[src/rtl/dct_pkg.sv]
package dct_pkg;

  localparam int unsigned ADDR_W = 3;
  localparam int unsigned N_TAPS = 3;
  localparam int unsigned N_FLAGS = 3;
  // flag i (0 = overflow, 1 = A match, 2 = B match) sits at bit FLAG_BASE+i
  // of the status register; its enable sits at the same bit of control
  localparam int unsigned FLAG_BASE = 5;
  localparam int unsigned CLR_LO = 3;
  localparam int unsigned CLR_HI = 4;

  localparam logic [ADDR_W-1:0] ADDR_CNT  = 3'd0;
  localparam logic [ADDR_W-1:0] ADDR_CMPA = 3'd1;
  localparam logic [ADDR_W-1:0] ADDR_CMPB = 3'd2;
  localparam logic [ADDR_W-1:0] ADDR_CTRL = 3'd3;
  localparam logic [ADDR_W-1:0] ADDR_STAT = 3'd4;

  typedef enum logic [1:0] {
    CLR_NEVER = 2'b00,
    CLR_ON_A  = 2'b01,
    CLR_ON_B  = 2'b10,
    CLR_ON_PIN = 2'b11
  } clr_mode_e;

  typedef enum logic [2:0] {
    SRC_STOP   = 3'b000,
    SRC_DIV_LO = 3'b001,
    SRC_DIV_MD = 3'b010,
    SRC_DIV_HI = 3'b011,
    SRC_X_RISE = 3'b100,
    SRC_X_FALL = 3'b101,
    SRC_X_BOTH = 3'b110,
    SRC_X_BOTH2 = 3'b111
  } src_sel_e;

  function automatic logic rise_of(input logic now, input logic last);
    return now & ~last;
  endfunction

  function automatic logic fall_of(input logic now, input logic last);
    return ~now & last;
  endfunction

  // one-cycle count strobe for the chosen source
  function automatic logic pick_tick(input src_sel_e s, input logic [N_TAPS-1:0] pre,
                                     input logic xr, input logic xf);
    logic t;
    unique case (s)
      SRC_STOP:   t = 1'b0;
      SRC_DIV_LO: t = pre[0];
      SRC_DIV_MD: t = pre[1];
      SRC_DIV_HI: t = pre[2];
      SRC_X_RISE: t = xr;
      SRC_X_FALL: t = xf;
      default:    t = xr | xf;
    endcase
    return t;
  endfunction

endpackage

[src/rtl/dct_edge_sync.sv]
module dct_edge_sync #(
  parameter int unsigned STAGES = 2
) (
  input  logic clk,
  input  logic rst_n,
  input  logic pin,
  output logic now,
  output logic last
);
  logic [STAGES:0] sh_q;

  always_ff @(posedge clk or negedge rst_n) begin
    if (!rst_n) sh_q <= '0;
    else        sh_q <= {sh_q[STAGES-1:0], pin};
  end

  // sh_q[STAGES-1] is the synchronized level, sh_q[STAGES] its previous value
  assign now  = sh_q[STAGES-1];
  assign last = sh_q[STAGES];
endmodule

[src/rtl/dct_prescaler.sv]
module dct_prescaler #(
  parameter int unsigned LOG2_0 = 3,
  parameter int unsigned LOG2_1 = 6,
  parameter int unsigned LOG2_2 = 10
) (
  input  logic       clk,
  input  logic       rst_n,
  output logic [2:0] tick
);
  localparam int unsigned MAX01 = (LOG2_0 > LOG2_1) ? LOG2_0 : LOG2_1;
  localparam int unsigned PRE_W = (MAX01 > LOG2_2) ? MAX01 : LOG2_2;
  localparam int unsigned LOG2S [3] = '{LOG2_0, LOG2_1, LOG2_2};

  logic [PRE_W-1:0] pre_q;

  always_ff @(posedge clk or negedge rst_n) begin
    if (!rst_n) pre_q <= '0;
    else        pre_q <= pre_q + PRE_W'(1);
  end

  // When the low bits are all ones, the divided clock (the top bit of the
  // tap) is about to fall: that falling edge is the count event.
  for (genvar g = 0; g < 3; g++) begin : g_tap
    assign tick[g] = &pre_q[LOG2S[g]-1:0];
  end
endmodule

[src/rtl/dct_counter.sv]
module dct_counter
  import dct_pkg::*;
#(
  parameter int unsigned CNT_W = 8
) (
  input  logic             clk,
  input  logic             rst_n,
  input  logic             tick,
  input  logic             pin_clr,
  input  clr_mode_e        clr_mode,
  input  logic [CNT_W-1:0] cmp_a,
  input  logic [CNT_W-1:0] cmp_b,
  input  logic             load,
  input  logic [CNT_W-1:0] load_val,
  output logic [CNT_W-1:0] cnt,
  output logic             evt_ma,
  output logic             evt_mb,
  output logic             evt_ovf
);
  logic eq_a, eq_b, eq_a_q, eq_b_q, match_clr;
  logic [CNT_W-1:0] cnt_n;

  function automatic logic [CNT_W-1:0] step(input logic [CNT_W-1:0] c, input logic to_zero);
    return to_zero ? '0 : c + CNT_W'(1);
  endfunction

  function automatic logic hits_clear(input clr_mode_e m, input logic a, input logic b);
    return (m == CLR_ON_A && a) || (m == CLR_ON_B && b);
  endfunction

  assign eq_a      = (cnt == cmp_a);
  assign eq_b      = (cnt == cmp_b);
  assign match_clr = hits_clear(clr_mode, eq_a, eq_b);

  // match events fire on the transition into equality
  assign evt_ma  = eq_a & ~eq_a_q;
  assign evt_mb  = eq_b & ~eq_b_q;
  assign evt_ovf = tick & ~load & ~pin_clr & ~match_clr & (&cnt);

  always_comb begin
    cnt_n = cnt;
    if (load)         cnt_n = load_val;
    else if (pin_clr) cnt_n = '0;
    else if (tick)    cnt_n = step(cnt, match_clr);
  end

  always_ff @(posedge clk or negedge rst_n) begin
    if (!rst_n) begin
      cnt    <= '0;
      eq_a_q <= 1'b0;
      eq_b_q <= 1'b0;
    end else begin
      cnt    <= cnt_n;
      eq_a_q <= eq_a;
      eq_b_q <= eq_b;
    end
  end
endmodule

[src/rtl/dual_cmp_timer.sv]
module dual_cmp_timer
  import dct_pkg::*;
#(
  parameter int unsigned CNT_W       = 8,
  parameter int unsigned SYNC_STAGES = 2,
  parameter int unsigned DIV0_LOG2   = 3,
  parameter int unsigned DIV1_LOG2   = 6,
  parameter int unsigned DIV2_LOG2   = 10
) (
  input  logic              clk,
  input  logic              rst_n,
  input  logic [ADDR_W-1:0] bus_addr,
  input  logic              bus_wr,
  input  logic              bus_rd,
  input  logic [CNT_W-1:0]  bus_wdata,
  output logic [CNT_W-1:0]  bus_rdata,
  input  logic              ext_clk_pin,
  input  logic              ext_clr_pin,
  output logic              irq_cmpa,
  output logic              irq_cmpb,
  output logic              irq_ovf
);
  logic [7:0]        ctrl_q;
  logic [CNT_W-1:0]  cmp_a_q, cmp_b_q, cnt;
  logic              wr_cnt, wr_cmpa, wr_cmpb, wr_ctrl, wr_stat, rd_stat;
  clr_mode_e         clr_mode;
  src_sel_e          src;
  logic [N_TAPS-1:0] pre_tick;
  logic              xc_now, xc_last, xr_now, xr_last;
  logic              tick, pin_clr;
  logic              evt_ma, evt_mb, evt_ovf;
  logic [N_FLAGS-1:0] set_evt, flags, irq_vec;

  // bus decode
  assign wr_cnt  = bus_wr && (bus_addr == ADDR_CNT);
  assign wr_cmpa = bus_wr && (bus_addr == ADDR_CMPA);
  assign wr_cmpb = bus_wr && (bus_addr == ADDR_CMPB);
  assign wr_ctrl = bus_wr && (bus_addr == ADDR_CTRL);
  assign wr_stat = bus_wr && (bus_addr == ADDR_STAT);
  assign rd_stat = bus_rd && (bus_addr == ADDR_STAT);

  always_ff @(posedge clk or negedge rst_n) begin
    if (!rst_n) begin
      ctrl_q  <= '0;
      cmp_a_q <= '1;
      cmp_b_q <= '1;
    end else begin
      if (wr_ctrl) ctrl_q  <= bus_wdata[7:0];
      if (wr_cmpa) cmp_a_q <= bus_wdata;
      if (wr_cmpb) cmp_b_q <= bus_wdata;
    end
  end

  assign clr_mode = clr_mode_e'(ctrl_q[CLR_HI:CLR_LO]);
  assign src      = src_sel_e'(ctrl_q[2:0]);

  // count sources
  dct_prescaler #(
    .LOG2_0(DIV0_LOG2),
    .LOG2_1(DIV1_LOG2),
    .LOG2_2(DIV2_LOG2)
  ) u_pre (
    .clk  (clk),
    .rst_n(rst_n),
    .tick (pre_tick)
  );

  dct_edge_sync #(.STAGES(SYNC_STAGES)) u_xclk (
    .clk  (clk),
    .rst_n(rst_n),
    .pin  (ext_clk_pin),
    .now  (xc_now),
    .last (xc_last)
  );

  dct_edge_sync #(.STAGES(SYNC_STAGES)) u_xclr (
    .clk  (clk),
    .rst_n(rst_n),
    .pin  (ext_clr_pin),
    .now  (xr_now),
    .last (xr_last)
  );

  assign tick    = pick_tick(src, pre_tick, rise_of(xc_now, xc_last), fall_of(xc_now, xc_last));
  assign pin_clr = (clr_mode == CLR_ON_PIN) && rise_of(xr_now, xr_last);

  dct_counter #(.CNT_W(CNT_W)) u_cnt (
    .clk     (clk),
    .rst_n   (rst_n),
    .tick    (tick),
    .pin_clr (pin_clr),
    .clr_mode(clr_mode),
    .cmp_a   (cmp_a_q),
    .cmp_b   (cmp_b_q),
    .load    (wr_cnt),
    .load_val(bus_wdata),
    .cnt     (cnt),
    .evt_ma  (evt_ma),
    .evt_mb  (evt_mb),
    .evt_ovf (evt_ovf)
  );

  // status flags: read-arms, write-0 clears, set wins
  assign set_evt = {evt_mb, evt_ma, evt_ovf};

  for (genvar i = 0; i < N_FLAGS; i++) begin : g_flag
    localparam int unsigned POS = FLAG_BASE + i;
    logic flag_r, arm_r, clr_req;

    assign clr_req = wr_stat && arm_r && !bus_wdata[POS];

    always_ff @(posedge clk or negedge rst_n) begin
      if (!rst_n) begin
        flag_r <= 1'b0;
        arm_r  <= 1'b0;
      end else begin
        flag_r <= set_evt[i] | (flag_r & ~clr_req);
        if (wr_stat)               arm_r <= 1'b0;
        else if (rd_stat && flag_r) arm_r <= 1'b1;
      end
    end

    assign flags[i]   = flag_r;
    assign irq_vec[i] = flag_r & ctrl_q[POS];
  end

  assign irq_ovf  = irq_vec[0];
  assign irq_cmpa = irq_vec[1];
  assign irq_cmpb = irq_vec[2];

  always_comb begin
    bus_rdata = '0;
    unique case (bus_addr)
      ADDR_CNT:  bus_rdata = cnt;
      ADDR_CMPA: bus_rdata = cmp_a_q;
      ADDR_CMPB: bus_rdata = cmp_b_q;
      ADDR_CTRL: bus_rdata[7:0] = ctrl_q;
      ADDR_STAT: bus_rdata[FLAG_BASE +: N_FLAGS] = flags;
      default:   bus_rdata = '0;
    endcase
  end
endmodule

[config.mk]
export PLATFORM = sky130hd
export DESIGN_NAME = dual_cmp_timer
export DESIGN_NICKNAME = d
export VERILOG_FILES = /design/src/rtl/dct_pkg.sv /design/src/rtl/dct_edge_sync.sv /design/src/rtl/dct_prescaler.sv /design/src/rtl/dct_counter.sv /design/src/rtl/dual_cmp_timer.sv
export SDC_FILE = /design/constraint.sdc
export NUM_CORES = 1
export LEC_CHECK = 0
export BUFFER_PORTS_ARGS = -buffer_cell sky130_fd_sc_hd__buf_2
export CORE_AREA = 2 2 79 81
export DETAILED_ROUTE_END_ITERATION = 7
export DIE_AREA = 0 0 81 83
export GPL_TIMING_DRIVEN = 0
export PLACE_DENSITY = 0.78
export SETUP_SLACK_MARGIN = 0.4
export SLEW_MARGIN = 20
export SYNTH_ARGS = -nofsm -noshare
export SYNTH_HDL_FRONTEND = slang
export SYNTH_SLANG_ARGS = --single-unit
export TNS_END_PERCENT = 1
[constraint.sdc]
create_clock -name clk -period 6.1 [get_ports clk]
set_input_delay 0.61 -clock clk [delete_from_list [all_inputs] [get_ports clk]]
set_output_delay 0.61 -clock clk [all_outputs]
set_load 0.01 [all_outputs]
==> qor.log, run 1 <==
[outcome] outcome finished, final reports clean
[power_and_ir_drop] net switching power 389 uW
[timing] worst path setup slack after routing 3.65 ns
[run] number of maximum-capacitance constraint violations 0
[critical_path] Max stage delay cell, worst path sky130_fd_sc_hd__clkbuf_1
[global_route] number of antenna violations at the first check in global routing 0
[global_route] global-route wire length before repair 9.98 mm
[power_and_ir_drop] Max IR drop VDD 0.000158 V
[cells_and_area] final core utilization 56.6%
[power_and_ir_drop] cell internal pwr 731 uW
[timing] Worst slew margin 39.7%
[critical_path] type of element launching the critical path primary input
[synthesis] syn_area_per_cell 11.7 sq um
[route] mean number of vias per cell 5.77
[power_and_ir_drop] combinational cell fraction of total power 33.7%
[clock_tree] Longest Clk Path Bufs 2
[clock_tree] number of clock buffers inserted by TritonCTS 5
[synthesis] number of synthesized flops with an enable pin 0
[timing] min cycle time layout 2.45 ns
[synthesis] Synth Instances 256
[route] post-detailed-route DRC marker count 0
[critical_path] worst path arrival time 1.84 ns
[synthesis] synthesized cell area 2980 sq um
[cells_and_area] count of fill cells added during filler insertion 529
[synthesis] Unique masters post-synth 51
[power_and_ir_drop] sw frac 34.7%
[route] via count 2095
[floorplanning] vertical extent of the die 83 microns
[synthesis] most common flop cell mapped by yosys sky130_fd_sc_hd__dfrtp_1
[timing] post-route setup TNS 0 ns
[route] routed wire length 6.12 mm
[route] detailed router's first-iteration violation count 235
[global_route] Total Routing Usage GR 19.1%
[cells_and_area] layout cell share with drive strength beyond 1 35.1%
[critical_path] kind of cell adding the most delay to the critical path buffers and inverters
[critical_path] stage delay of the slowest cell on the critical path 0.41 ns
[floorplanning] full die area 6720 sq um
[cells_and_area] number of nets in the final layout 309
[route] TritonRoute pass-1 iters 4
[synthesis] asr flop ratio synth 100%
[floorplanning] FP Rows 28
[synthesis] number of flip-flops and latches in the synthesized netlist 56
[placement] GP Congestion 0.823
[clock_tree] clock root buffer sky130_fd_sc_hd__clkbuf_8
[power_and_ir_drop] Clock Power Share 18.0%
[global_route] vias in the first global route 2038
[route] post-detailed-route wirelength per cell 16.8 microns
[floorplanning] initial cell density of the core 51.3%
[clock_tree] quantity of hold-fixing buffers added after cts 0
[timing] post-route clock skew 0.00739 ns
[placement] I/O Buffers 24
[cells_and_area] area grow syn2layout 10.2%
[critical_path] capturing element type of the critical path output port
[cells_and_area] Antenna diodes 0
[critical_path] Required @ worst endpoint 5.49 ns
[timing] crit share post-route 40.1%
[power_and_ir_drop] cell leakage power 0.00140 uW
[timing] setup-violating endpoint count in the final report 0
[critical_path] worst path cell trace buf_6 > clkbuf_1 > mux4_2 > and2_1 > buf_2
[power_and_ir_drop] Reg power frac 48.4%
[clock_tree] total clock sinks 56
[floorplanning] number of top-level pins 28
[critical_path] CP Class primary input to output port
[critical_path] worst-path maximum fanout 10
[placement] HPWL after DPL 4.33 mm
[clock_tree] number of setup buffers added after CTS 0
[floorplanning] Placeable Area 5820 sq um
[clock_tree] clock tree from TritonCTS done
[min_path] Hold Crit Class primary input to asynchronous set/reset pin
[clock_tree] htree depth 2
[synthesis] number of warnings printed during yosys synthesis 0
[clock_tree] Skew-Pair Late Insertion Delay 0.31 ns
[placement] setup slack after placement 3.66 ns
[timing] slew of the pin with the lowest slew margin 0.901 ns
[power_and_ir_drop] power per standard cell area 340 nW/um^2
[critical_path] total buffers and inverters traversed by the critical path 3
[synthesis] Seq/Total Area, Yosys 47.6%
[timing] final hold violations 0
[clock_tree] clock-pin slew on the worst setup and hold paths 0.10 ns
[global_route] aggregate global routing overflow 0
[synthesis] Post-Syn Nets 278
[clock_tree] Resize count post-CTS 0
[floorplanning] width of the die 81 microns
[global_route] largest net degree at the start of global routing 57
[route] number of nets with antenna violations after routing 0
[timing] setup repair after global routing missed its margin no
[timing] max-slew violation total from the final report 0
[timing] maximum clock frequency 0.409 GHz
[final cells by class]
cell class	count	area [sq um]	share of cell area, %
inverter	11	41.3	1.26
multi-input combinational	177	1430	43.4
tap	75	93.8	2.85
timing repair buffer	24	123	3.73
sequential	56	1420	43.2
clock buffer	6	72.6	2.21
clock inverter	2	16.3	0.494
buffer	12	92.6	2.81
[logic make-up (layout without fill, tap and decap cells)]
group | Yosys count | count (layout) | share of synthesized area (%)
AO/OA/AOI/OAI | 41 | 41 | 10.1
XOR/XNOR | 23 | 23 | 6.75
adder cells (fa/ha/maj) | 5 | 5 | 2.10
buffers and inverters | 23 | 55 | 4.49
flip-flops | 56 | 56 | 47.6
multiplexers | 32 | 32 | 13.9
AND/OR/NAND/NOR | 76 | 76 | 15.0
[synthesized netlist by cell type (2+ instances only)]
cell                       instances  area, sq um
sky130_fd_sc_hd__a211oi_2          2         25.0
sky130_fd_sc_hd__a21oi_1           8         40.0
sky130_fd_sc_hd__a221oi_1          2         17.5
sky130_fd_sc_hd__a22oi_1           5         37.5
sky130_fd_sc_hd__a31oi_1           3         18.8
sky130_fd_sc_hd__a32oi_1           2         17.5
sky130_fd_sc_hd__and2_1            9         56.3
sky130_fd_sc_hd__and3_1            6         37.5
sky130_fd_sc_hd__and4_1            2         17.5
sky130_fd_sc_hd__buf_2             5         25.0
sky130_fd_sc_hd__buf_6             5         56.3
sky130_fd_sc_hd__dfrtp_1          40         1000
sky130_fd_sc_hd__dfstp_2          16          420
sky130_fd_sc_hd__ha_1              5         62.6
sky130_fd_sc_hd__inv_1            11         41.3
sky130_fd_sc_hd__mux2_2           26          293
sky130_fd_sc_hd__mux4_2            5          113
sky130_fd_sc_hd__nand2_1          10         37.5
sky130_fd_sc_hd__nand2b_1          2         12.5
sky130_fd_sc_hd__nand3_1          11         55.1
sky130_fd_sc_hd__nand4_1           5         31.3
sky130_fd_sc_hd__nor2_1           15         56.3
sky130_fd_sc_hd__nor3_1            3         15.0
sky130_fd_sc_hd__nor4_1            2         12.5
sky130_fd_sc_hd__nor4b_2           2         30.0
sky130_fd_sc_hd__o21ai_0           4         20.0
sky130_fd_sc_hd__o21ai_1           2         10.0
sky130_fd_sc_hd__o22ai_1           3         18.8
sky130_fd_sc_hd__o31ai_1           2         15.0
sky130_fd_sc_hd__xnor2_1          20          175
sky130_fd_sc_hd__xor2_1            3         26.3
[routing by layer]
| layer | track usage [%] | part of all wire, % | vias to the layer above |
|---|---|---|---|
| li1 | - | - | 988 |
| met1 | 27.3 | 44 | 1040 |
| met2 | 30.4 | 50 | 62 |
| met3 | 4.35 | 6.0 | 5 |
| met4 | 2.93 | 0.59 | 0 |
| met5 | 0 | 0 | - |
[registers in the layout (all words and copies together) (netlist names), 8 cells and up]
name / cells
u_pre.pre_q: 10
ctrl_q: 8
u_cnt.cnt: 8
cmp_a_q: 8
cmp_b_q: 8
[cells in the final DEF, fill, tap and decap left out, types with 6 or more instances in the layout]
cell,n
sky130_fd_sc_hd__inv_1,11
sky130_fd_sc_hd__nand2_1,10
sky130_fd_sc_hd__nor2_1,15
sky130_fd_sc_hd__nand3_1,11
sky130_fd_sc_hd__dfstp_2,16
sky130_fd_sc_hd__and2_1,9
sky130_fd_sc_hd__a21oi_1,8
sky130_fd_sc_hd__and3_1,6
sky130_fd_sc_hd__mux2_2,26
sky130_fd_sc_hd__xnor2_1,20
sky130_fd_sc_hd__dfrtp_1,40
sky130_fd_sc_hd__buf_2,28
[worst reg2reg max path: stages, from the launching register on]
cell and delay (ns):
sky130_fd_sc_hd__dfrtp_1 0.41, sky130_fd_sc_hd__ha_1 0.27, sky130_fd_sc_hd__and4_1 0.23, sky130_fd_sc_hd__and4_1 0.19, sky130_fd_sc_hd__a211oi_2 0.32, sky130_fd_sc_hd__and2_1 0.17, sky130_fd_sc_hd__buf_4 0.17, sky130_fd_sc_hd__nor4b_2 0.06
sky130_fd_sc_hd__a221o_1 0.26
[power by group through the flow]
stage / Sequential, uW / Clock, uW / Combinational (uW)
after CTS: 541 / 209 / 376
after detailed placement: 548 / 0 / 373
after global routing: 554 / 225 / 413
after floorplan: 523 / 0 / 290
after global placement: 544 / 0 / 363
final: 542 / 201 / 377
[path summary, 6_finish.rpt]
kind | from | end | slack (ns) | cells past startpoint
setup / recovery | bus_addr[1] | bus_rdata[1] | 3.65 | 5
hold / removal | rst_n | ctrl_q[7]$_DFFE_PN0P_ | 0.33 | 1
setup reg to reg | u_pre.pre_q[0]$_DFF_PN0_ | u_cnt.cnt[2]$_DFFE_PN0P_ | 3.88 | 8
hold reg to reg | u_xclr.sh_q[0]$_DFF_PN0_ | u_xclr.sh_q[1]$_DFF_PN0_ | 0.36 | 0
max in group asynchronous | rst_n | u_cnt.cnt[4]$_DFFE_PN0P_ | 5.29 | 1
min in group clk | u_xclr.sh_q[0]$_DFF_PN0_ | u_xclr.sh_q[1]$_DFF_PN0_ | 0.36 | 0
[through the flow]
stage                     area, sq um  instances  hold WS [ns]  power (uW)
after floorplan                  2980        256         0.314         813
after global placement           3200        355         0.332         907
after detailed placement         3200        355         0.341         921
after CTS                        3290        363         0.363        1130
after global routing             3290        363         0.375        1190
final                            3290        363         0.335        1120
Power figures use the tool's default switching activity.
==> run 2: changes to the inputs <==
Clock period 6.1 ns to 2.29 ns, I/O delays scaled along.
==> run 2 against run 1 <==
- die area did not move
- global-route usage rose by 1.8 points
- critical path depth rose by 2
- highest routed layer unchanged
- cell count rose by 3.0%
- sequential power rose to 2.7 times the previous value
- largest cell class unchanged
- combinational power rose to 3.0 times the previous value
- worst setup slack got worse by 3.4 ns
- register-to-register slack got worse by 3.6 ns
- first-iteration DRC count fell by 20%
- clock skew rose by 0.0086 ns
- sequential cell count did not move
==> qor.log, run 2 (same netlist as run 1, synthesis figures left out) <==
[timing] post-route clock skew 0.0160 ns [+0.00861 ns]
[power_and_ir_drop] combinational cell fraction of total power 35.9% [+2.2 points]
[clock_tree] Skew-Pair Late Insertion Delay 0.32 ns [about the same]
[floorplanning] vertical extent of the die 83 microns [unchanged]
[route] number of nets with antenna violations after routing 0 [unchanged]
[clock_tree] clock-pin slew on the worst setup and hold paths 0.10 ns [about the same]
[cells_and_area] non-filler cells, final 374 [+3.0%]
[placement] Cell Area, Placed 3210 sq um [+0.39%]
[cells_and_area] area grow syn2layout 15.7%
[floorplanning] number of top-level pins 28 [unchanged]
[cells_and_area] number of nets in the final layout 320 [+3.6%]
[global_route] vias in the first global route 2187 [+7.3%]
[power_and_ir_drop] cell internal pwr 2060 uW [+180%]
[cells_and_area] count of fill cells added during filler insertion 504 [-4.7%]
[placement] HPWL after DPL 4.53 mm [+4.7%]
[timing] max-slew violation total from the final report 0 [unchanged]
[floorplanning] Placeable Area 5820 sq um [unchanged]
[floorplanning] width of the die 81 microns [unchanged]
[cells_and_area] number of flip-flops under the largest register name 10 [unchanged]
[floorplanning] initial cell density of the core 51.3% [unchanged]
[clock_tree] Longest Clk Path Bufs 2 [unchanged]
[power_and_ir_drop] net switching power 1090 uW [+180%]
[timing] setup repair after global routing missed its margin yes
[critical_path] total buffers and inverters traversed by the critical path 1 [-2]
[clock_tree] clock tree from TritonCTS done
[timing] setup-violating endpoint count in the final report 0 [unchanged]
[power_and_ir_drop] power per standard cell area 913 nW/um^2 [+170%]
[timing] min cycle time layout 2.04 ns
[route] post-detailed-route DRC marker count 0 [unchanged]
[route] via count 2171 [+3.6%]
[clock_tree] total clock sinks 56 [unchanged]
[power_and_ir_drop] Clock Power Share 18.0% [about the same]
[power_and_ir_drop] cell leakage power 0.00148 uW [+5.4%]
[cells_and_area] commonest cells after routing, fill and taps aside 40 x sky130_fd_sc_hd__dfrtp_1, 28 x sky130_fd_sc_hd__buf_2, 26 x sky130_fd_sc_hd__mux2_2, 18 x sky130_fd_sc_hd__xnor2_1, 16 x sky130_fd_sc_hd__dfstp_2
[power_and_ir_drop] Reg power frac 46.1% [-2.3 points]
[cells_and_area] final core utilization 59.4% [+2.8 points]
[critical_path] worst-path maximum fanout 8 [-2]
[route] TritonRoute pass-1 iters 4 [unchanged]
[timing] slew of the pin with the lowest slew margin 0.879 ns [-0.0228 ns]
[route] routed wire length 6.52 mm [+6.6%]
[cells_and_area] register containing the most flip-flops in the final layout u_pre.pre_q
[route] post-detailed-route wirelength per cell 17.4 microns [+3.5%]
[critical_path] CP Class flip-flop to flip-flop
[power_and_ir_drop] Max IR drop VDD 0.000485 V [+210%]
[clock_tree] htree depth 2 [unchanged]
[timing] post-route setup TNS 0 ns [unchanged]
[timing] maximum clock frequency 0.490 GHz
[min_path] Hold Crit Class primary input to flip-flop
[placement] GP Congestion 0.836 [+1.6%]
[floorplanning] full die area 6720 sq um [unchanged]
[timing] Worst slew margin 41.2% [+1.5 points]
[critical_path] type of element launching the critical path flip-flop
[cells_and_area] fin area 3450 sq um [+5.0%]
[critical_path] capturing element type of the critical path flip-flop
[placement] setup slack after placement 0.173 ns [-3.48 ns]
[timing] crit share post-route 89.2%
[global_route] number of antenna violations at the first check in global routing 0 [unchanged]
[power_and_ir_drop] sw frac 34.5% [-0.17 points]
[floorplanning] FP Rows 28 [unchanged]
[critical_path] Required @ worst endpoint 2.49 ns [-3.00 ns]
[run] number of maximum-capacitance constraint violations 0 [unchanged]
[route] detailed router's first-iteration violation count 187 [-20%]
[timing] worst path setup slack after routing 0.248 ns [-3.41 ns]
[timing] final hold violations 0 [unchanged]
[critical_path] stage delay of the slowest cell on the critical path 0.37 ns [-0.04 ns]
[outcome] outcome finished, final reports clean
[critical_path] Max stage delay cell, worst path sky130_fd_sc_hd__dfrtp_1
[critical_path] kind of cell adding the most delay to the critical path simple AND/OR/NAND/NOR gates
[cells_and_area] most common cell after layout, fill and taps aside sky130_fd_sc_hd__dfrtp_1
[cells_and_area] layout cell share with drive strength beyond 1 39.8% [+4.7 points]
[global_route] largest net degree at the start of global routing 57 [unchanged]
[placement] I/O Buffers 24 [unchanged]
[clock_tree] clock root buffer sky130_fd_sc_hd__clkbuf_8
[critical_path] worst path arrival time 2.24 ns [+0.40 ns]
[critical_path] worst path cell trace buf_2 > xnor2_1 > nand4_1 > nor4b_2 > nor3b_2 > a21o_1 > a221o_1
[cells_and_area] Antenna diodes 0 [unchanged]
[global_route] aggregate global routing overflow 0 [unchanged]
[placement] placed insts 355 [unchanged]
[global_route] Total Routing Usage GR 21.0% [+1.8 points]
[global_route] global-route wire length before repair 10.7 mm [+7.3%]
[clock_tree] number of clock buffers inserted by TritonCTS 5 [unchanged]
[route] mean number of vias per cell 5.80 [+0.58%]
run 2: cell count changes in the layout (fill, tap and decap cells not counted), moves of 2 or more:
cell	previous run	this run
sky130_fd_sc_hd__a211oi_4	0	2
sky130_fd_sc_hd__xnor2_2	0	2
sky130_fd_sc_hd__dlygate4sd3_1	0	2
sky130_fd_sc_hd__a211oi_2	2	0
sky130_fd_sc_hd__buf_4	2	10
sky130_fd_sc_hd__xnor2_1	20	18
run 2: worst paths after layout:
path                       depth (start not counted)                        to                     start  slack (ns)
setup / recovery                                   7  u_cnt.cnt[2]$_DFFE_PN0P_  u_cnt.cnt[4]$_DFFE_PN0P_        0.25
hold / removal                                     1  u_xclr.sh_q[0]$_DFF_PN0_               ext_clr_pin        0.02
setup reg to reg                                   7  u_cnt.cnt[2]$_DFFE_PN0P_  u_cnt.cnt[4]$_DFFE_PN0P_        0.25
hold reg to reg                                    0  u_xclr.sh_q[1]$_DFF_PN0_  u_xclr.sh_q[0]$_DFF_PN0_        0.35
max in group asynchronous                          2     ctrl_q[3]$_DFFE_PN0P_                     rst_n        1.33
min in group asynchronous                          2     ctrl_q[7]$_DFFE_PN0P_                     rst_n        0.48
run 2: repair_timing:
action                     in CTS  in global routing
hold buffers                    1                  1
setup buffers                   5                  4
resized for setup               6                  5
setup endpoints to repair       9                 13
hold endpoints to repair       40                  1
pin swaps                       5                  7
run 2: area by class of cell:
class	instances	area, sq um	area share (%)
clock inverter	1	7.51	0.217
multi-input combinational	177	1500	43.3
clock buffer	7	86.3	2.50
tap	75	93.8	2.72
sequential	56	1420	41.2
inverter	11	41.3	1.20
timing repair buffer	35	210	6.09
buffer	12	96.3	2.79
run 2: worst register-to-register path: stages (launching register included):
cell	delay [ns]
sky130_fd_sc_hd__dfrtp_1	0.37
sky130_fd_sc_hd__buf_2	0.16
sky130_fd_sc_hd__xnor2_1	0.24
sky130_fd_sc_hd__nand4_1	0.21
sky130_fd_sc_hd__nor4b_2	0.31
sky130_fd_sc_hd__nor3b_2	0.13
sky130_fd_sc_hd__a21o_1	0.19
sky130_fd_sc_hd__a221o_1	0.30
run 2: power by group through the flow:
| stage | clock (uW) | sequential (uW) | combinational [uW] |
|---|---|---|---|
| after floorplan | 0 | 1400 | 777 |
| after global placement | 0 | 1450 | 973 |
| after detailed placement | 0 | 1460 | 1010 |
| after CTS | 581 | 1440 | 1070 |
| after global routing | 628 | 1480 | 1240 |
| final | 568 | 1450 | 1130 |
run 2: per-layer routing:
metal	up-vias	routed length [microns]	GRT usage, %
li1	1002	-	-
met3	13	351	4.13
met2	68	3220	33.5
met4	0	163	8.63
met1	1088	2780	27.7
met5	-	0	0
run 2: metrics by stage:
stage	power, uW	hold slack (ns)
global placement	2420	0.332
floorplan	2170	-0.0666
finish	3150	0.0202
detailed placement	2470	0.320
CTS	3090	0.00422
global route	3350	0.00485
